File: src/rtl/irq_svc_pkg.sv
package irq_svc_pkg;
    localparam int VEC_W   = 8;
    localparam int DMODE_W = 3;
    localparam int DEST_W  = 8;

    typedef enum logic {
        TRIG_EDGE  = 1'b0,
        TRIG_LEVEL = 1'b1
    } trig_e;
endpackage

File: src/rtl/irq_eoi_match.sv
module irq_eoi_match
    import irq_svc_pkg::*;
#(
    parameter int NUM_PINS = 24
) (
    input  logic                      eoi_valid_i,
    input  logic [VEC_W-1:0]          eoi_vector_i,
    input  logic [NUM_PINS*VEC_W-1:0] cfg_vector_i,
    output logic [NUM_PINS-1:0]       hit_o
);
    for (genvar g = 0; g < NUM_PINS; g++) begin : g_cmp
        assign hit_o[g] = eoi_valid_i && (cfg_vector_i[g*VEC_W +: VEC_W] == eoi_vector_i);
    end
endmodule

File: src/rtl/irq_pin_logic.sv
module irq_pin_logic
    import irq_svc_pkg::*;
#(
    parameter bit IS_CLK = 1'b0
) (
    input  logic line_now_i,
    input  logic line_prev_i,
    input  logic level_mode_i,
    input  logic mask_i,
    input  logic update_i,
    input  logic eoi_any_i,
    input  logic eoi_hit_i,
    input  logic rirr_q_i,
    input  logic clk_block_i,
    output logic inject_o,
    output logic rirr_d_o,
    output logic resample_o,
    output logic clk_set_o
);
    logic is_level;
    logic rirr_mid;
    logic svc;

    always_comb begin
        is_level   = (trig_e'(level_mode_i) == TRIG_LEVEL);
        // broadcast and update act first
        rirr_mid   = rirr_q_i & ~(eoi_hit_i & is_level) & ~(update_i & ~is_level);
        resample_o = eoi_hit_i & is_level;
        svc        = (line_now_i & ~line_prev_i)
                   | (is_level & line_now_i & (eoi_any_i | update_i));
        inject_o   = svc & ~mask_i & ~(is_level & rirr_mid) & ~clk_block_i;
        rirr_d_o   = rirr_mid | (inject_o & is_level);
        clk_set_o  = IS_CLK ? (inject_o & ~is_level) : 1'b0;
    end
endmodule

File: src/rtl/irq_service_engine.sv
module irq_service_engine
    import irq_svc_pkg::*;
#(
    parameter int NUM_PINS = 24,
    parameter int CLK_PIN  = 8
) (
    input  logic                        clk,
    input  logic                        rst_n,
    input  logic [NUM_PINS-1:0]         line_i,
    input  logic [NUM_PINS*VEC_W-1:0]   cfg_vector_i,
    input  logic [NUM_PINS*DMODE_W-1:0] cfg_dmode_i,
    input  logic [NUM_PINS*DEST_W-1:0]  cfg_dest_i,
    input  logic [NUM_PINS-1:0]         cfg_level_i,
    input  logic [NUM_PINS-1:0]         cfg_mask_i,
    input  logic [NUM_PINS-1:0]         cfg_update_i,
    input  logic                        eoi_valid_i,
    input  logic [VEC_W-1:0]            eoi_vector_i,
    output logic [NUM_PINS-1:0]         inject_o,
    output logic [NUM_PINS*VEC_W-1:0]   inject_vector_o,
    output logic [NUM_PINS*DMODE_W-1:0] inject_dmode_o,
    output logic [NUM_PINS*DEST_W-1:0]  inject_dest_o,
    output logic [NUM_PINS-1:0]         resample_o,
    output logic [NUM_PINS-1:0]         remote_irr_o,
    output logic                        clk_remote_irr_o
);
    localparam int VBUS = NUM_PINS * VEC_W;
    localparam int MBUS = NUM_PINS * DMODE_W;
    localparam int DBUS = NUM_PINS * DEST_W;

    typedef struct packed {
        logic [NUM_PINS-1:0] level;
        logic [NUM_PINS-1:0] rirr;
        logic                clk_rirr;
        logic [NUM_PINS-1:0] inject;
        logic [NUM_PINS-1:0] resample;
        logic [VBUS-1:0]     vec;
        logic [MBUS-1:0]     dmode;
        logic [DBUS-1:0]     dest;
    } state_t;

    state_t st_q, st_d;

    logic [NUM_PINS-1:0] eoi_hit;
    logic [NUM_PINS-1:0] inj_w, rirr_w, resample_w, clk_set_w;
    logic                clk_mid;

    irq_eoi_match #(.NUM_PINS(NUM_PINS)) eoi_match_i (
        .eoi_valid_i  (eoi_valid_i),
        .eoi_vector_i (eoi_vector_i),
        .cfg_vector_i (cfg_vector_i),
        .hit_o        (eoi_hit)
    );

    assign clk_mid = st_q.clk_rirr & ~eoi_hit[CLK_PIN];

    for (genvar g = 0; g < NUM_PINS; g++) begin : g_pin
        localparam bit IS_CLK = (g == CLK_PIN);
        irq_pin_logic #(.IS_CLK(IS_CLK)) pin_i (
            .line_now_i   (line_i[g]),
            .line_prev_i  (st_q.level[g]),
            .level_mode_i (cfg_level_i[g]),
            .mask_i       (cfg_mask_i[g]),
            .update_i     (cfg_update_i[g]),
            .eoi_any_i    (eoi_valid_i),
            .eoi_hit_i    (eoi_hit[g]),
            .rirr_q_i     (st_q.rirr[g]),
            .clk_block_i  (IS_CLK ? clk_mid : 1'b0),
            .inject_o     (inj_w[g]),
            .rirr_d_o     (rirr_w[g]),
            .resample_o   (resample_w[g]),
            .clk_set_o    (clk_set_w[g])
        );
    end

    always_comb begin
        st_d          = st_q;
        st_d.level    = line_i;
        st_d.rirr     = rirr_w;
        st_d.clk_rirr = clk_mid | clk_set_w[CLK_PIN];
        st_d.inject   = inj_w;
        st_d.resample = resample_w;
        for (int i = 0; i < NUM_PINS; i++) begin
            st_d.vec[i*VEC_W +: VEC_W]       = inj_w[i] ? cfg_vector_i[i*VEC_W +: VEC_W]     : '0;
            st_d.dmode[i*DMODE_W +: DMODE_W] = inj_w[i] ? cfg_dmode_i[i*DMODE_W +: DMODE_W]  : '0;
            st_d.dest[i*DEST_W +: DEST_W]    = inj_w[i] ? cfg_dest_i[i*DEST_W +: DEST_W]     : '0;
        end
    end

    always_ff @(posedge clk or negedge rst_n) begin
        if (!rst_n) st_q <= '0;
        else        st_q <= st_d;
    end

    assign inject_o         = st_q.inject;
    assign inject_vector_o  = st_q.vec;
    assign inject_dmode_o   = st_q.dmode;
    assign inject_dest_o    = st_q.dest;
    assign resample_o       = st_q.resample;
    assign remote_irr_o     = st_q.rirr;
    assign clk_remote_irr_o = st_q.clk_rirr;
endmodule

File: config.mk
export PLATFORM = sky130hd
export DESIGN_NAME = irq_service_engine
export DESIGN_NICKNAME = d
export VERILOG_FILES = /design/src/rtl/irq_svc_pkg.sv /design/src/rtl/irq_eoi_match.sv /design/src/rtl/irq_pin_logic.sv /design/src/rtl/irq_service_engine.sv
export SDC_FILE = /design/constraint.sdc
export NUM_CORES = 1
export LEC_CHECK = 0
export BUFFER_PORTS_ARGS = -buffer_cell sky130_fd_sc_hd__buf_4
export CAP_MARGIN = 5
export CELL_PAD_IN_SITES_DETAIL_PLACEMENT = 1
export CELL_PAD_IN_SITES_GLOBAL_PLACEMENT = 1
export CORE_AREA = 2 2 423 425
export DETAILED_ROUTE_END_ITERATION = 16
export DIE_AREA = 0 0 425 427
export GPL_TIMING_DRIVEN = 0
export PLACE_DENSITY = 0.39
export SLEW_MARGIN = 30
export SYNTH_ARGS = -nofsm -noshare
export SYNTH_HDL_FRONTEND = slang
export SYNTH_SLANG_ARGS = --single-unit
File: constraint.sdc
create_clock -name clk -period 2.7 [get_ports clk]
set_input_delay 0.54 -clock clk [delete_from_list [all_inputs] [get_ports clk]]
set_output_delay 0.54 -clock clk [all_outputs]
set_load 0.005 [all_outputs]
==> metrics.log <==
[metrics] die height: 427 um
[metrics] layout cell share with drive strength beyond 1: 38.98%
[metrics] Site Rows: 155
[metrics] number of sinks on the clock net: 553
[metrics] CP max FO: 10
[metrics] summed negative setup slack over all endpoints: 0 ps
[metrics] fraction of registers with async set/reset: 100.0%
[metrics] routed vias/inst: 3.502
[metrics] final hold violation count: 0
[metrics] post-CTS setup buffer count: 0
[metrics] Post-Synthesis Mean Instance Area: 10.61 um2
[metrics] most numerous cell types in the synthesized netlist: 553 x dfrtp_1, 411 x nand2_1, 399 x nor2_1
[metrics] post-synthesis instance area: 22,520 um2
[metrics] Core Box Area: 177,300 um2
[metrics] Crit path required time: 3230 ps
[metrics] total gr overflow: 0
[metrics] maximum capacitance violations: 0
[metrics] Setup Skew: 25.26 ps
[metrics] portion of synthesized cell area occupied by the leading cell type: 61.45%
[metrics] effective utilization at floorplan: 12.70%
[metrics] cell taking the most area after synthesis: dfrtp_1
[metrics] YS warnings: 0
[metrics] slew of the pin with the lowest slew margin: 987.6 ps
[metrics] Slew headroom: 34.16%
[metrics] weighted congestion reported at the end of routability-driven placement: 0.8017
[metrics] number of max-slew violations in the final report: 0
[metrics] Final ANT Viol Nets: 0
[metrics] highest-delay cell along the critical path: buf_4
[metrics] type of the worst min-delay path: in -> reg
[metrics] number of buffers created by CTS: 81
[metrics] number of standard cells after synthesis: 2,123
[metrics] minimum period implied by the final worst setup slack: 2488 ps
[metrics] CTS Root Buffer Type: clkbuf_16
[metrics] CTS HTree Levels: 3
[metrics] distinct cell type count of the synthesized netlist: 43
[metrics] number of endpoints failing setup at the final stage: 0
[metrics] largest net degree at the start of global routing: 74
[metrics] total global-route track usage: 16.78%
[metrics] cell with the most instances after synthesis: dfrtp_1
[metrics] io pins: 1,092
[metrics] floorplan die area: 181,500 um2
[metrics] total number of vias: 21,000
[metrics] Setup crit end kind: register
[metrics] outcome: finished, final reports clean
[metrics] CTS tree: built
[metrics] clock slew at the register clock pins of the worst setup and hold paths: 60 ps
[metrics] flip-flop and latch count after synthesis: 553
[metrics] critical path arrival: 3010 ps
[metrics] number of nets produced by synthesis: 2,686
[metrics] critical path startpoint category: primary input
[metrics] area added between synthesis and finish: 74.00%
[metrics] most area-consuming cells after synthesis: dfrtp_1 61%, nand2_1 6.9%, nor2_1 6.7%
[metrics] Longest Clk Path Bufs: 3
[metrics] antenna violations before repair: 39
[metrics] width of the die: 425 um
[metrics] port bufs: 1,082
[metrics] wire length of the first global-routing pass: 205.1 mm
[metrics] number of global-route vias before repair: 22,940
[metrics] worst skew pair latency: 700 ps
[metrics] final wirelength: 157.0 mm
[metrics] Peak Freq: 402.0 MHz
[metrics] max incr delay on CP: 520 ps
[metrics] wire per inst: 26.19 um
[metrics] sequential area share after synthesis: 61.45%
[metrics] total chip power: 23.26 mW
[metrics] HPWL reported at the end of detailed placement: 125.3 mm
[metrics] iteration count of the initial detailed-routing pass: 7
[metrics] cells traversed along the worst timing path: buf_2 -> buf_4 -> xor2_1 -> nor4_1 -> a31oi_1 -> clkbuf_1 -> nor2_1
[metrics] static leakage power: 19.56 nW
[metrics] type of the worst setup path: in -> reg
[metrics] power density cells: 593.7 nW/um2
[metrics] 1st-iter DRT viols: 1,012
[metrics] Max rail drop VDD: 0.3733 mV
[metrics] Final period util: 92.13%
[metrics] dominant synthesized flop cell: dfrtp_1
[metrics] DRC Markers: 0
[metrics] number of synthesized flops with an enable pin: 0
[metrics] final net count: 4,122
[metrics] RSZ-0062 raised after global routing: no
## sequential cells by signal, summed over array words and instances, names as in the netlist
signal / count
inject_dest_o: 192
inject_vector_o: 192
inject_dmode_o: 72
inject_o: 24
remote_irr_o: 24
resample_o: 24
st_q: 24
clk_remote_irr_o: 1
## cell families (layout without fill, tap and decap cells)
kind of cell	after synthesis	count (layout)	synth area share (%)
simple gates	1034	1034	22.05
flops	553	553	61.45
buf+inv	208	1705	4.778
xor+xnor	177	177	6.884
compound gates	151	151	4.834
other cells	0	21	0
## cells in the final DEF, fill, tap and decap left out, types with 32 or more instances in the layout
cell type	n
a31oi_1	32
buf_4	1121
clkbuf_1	82
clkbuf_16	83
dfrtp_1	553
dlygate4sd3_1	262
inv_1	53
nand2_1	411
nor2_1	399
nor2b_1	36
nor3b_2	68
o21ai_0	33
xor2_1	149
## power by group
part | total, mW | internal, mW | switching (mW)
clock network | 11.0 | 6.50 | 4.53
logic | 3.51 | 1.62 | 1.89
registers | 8.71 | 8.60 | 0.119
total | 23.3 | 16.7 | 6.55
## per-stage QoR
stage          util (%)  worst slack [ps]  area (um2)  hold WS [ps]  instances
5_1_grt           22.09             33.79       39160         41.66       5988
3_3_place_gp      18.95             -6573       33590         541.8       5560
6_report          22.10             212.4       39180         88.69       5996
3_5_place_dp      19.09            -877.3       33840         496.5       5569
2_1_floorplan         -             824.2       22520         244.4       2123
4_1_cts           22.07             185.6       39130       0.08432       5975
## worst paths after layout
kind	startpoint	to	slack, ps	cells after the start
min in group asynchronous	rst_n	inject_dest_o[179]	340	2
max in group asynchronous	rst_n	inject_dmode_o[0]	480	6
setup reg to reg	st_q[531]	inject_dmode_o[6]	890	4
setup / recovery	eoi_vector_i[2]	inject_dest_o[83]	210	7
hold reg to reg	st_q[545]	inject_o[16]	550	2
hold / removal	cfg_vector_i[8]	inject_vector_o[8]	90	3
## final cells by class
class	count	area (um2)
diodes	21	52.55
fillers	20520	138100
clock inverters	25	229.0
plain buffers	151	867.1
well taps	2355	2947
flip-flops and latches	553	13840
inverters	57	214.0
repair buffers	1353	10990
multi-input cells	1362	7610
clock buffers	119	2432
## routing by layer
layer  GRT usage, %  up-vias  share of wire, %
met5              0        -             0.022
met4          6.649        6               3.5
met3          4.232      170               6.0
met2          28.92      672                50
met1          19.86    10520                40
li1               -     9629                 -
## worst max-delay path, delay by kind of cell
family                    cells  cell delay, ps
AOI/OAI and AO/OA             1             190
xor gates and xnor gates      1             120
buffers and inverters         3            1270
and+or+nand+nor               2             850
## repair_timing
action,CTS,global route
hold buffers,262,0
hold endpoints to repair,315,0
endpoints found under the setup margin,5,0
resized for setup,1,0
Power figures use the tool's default switching activity.
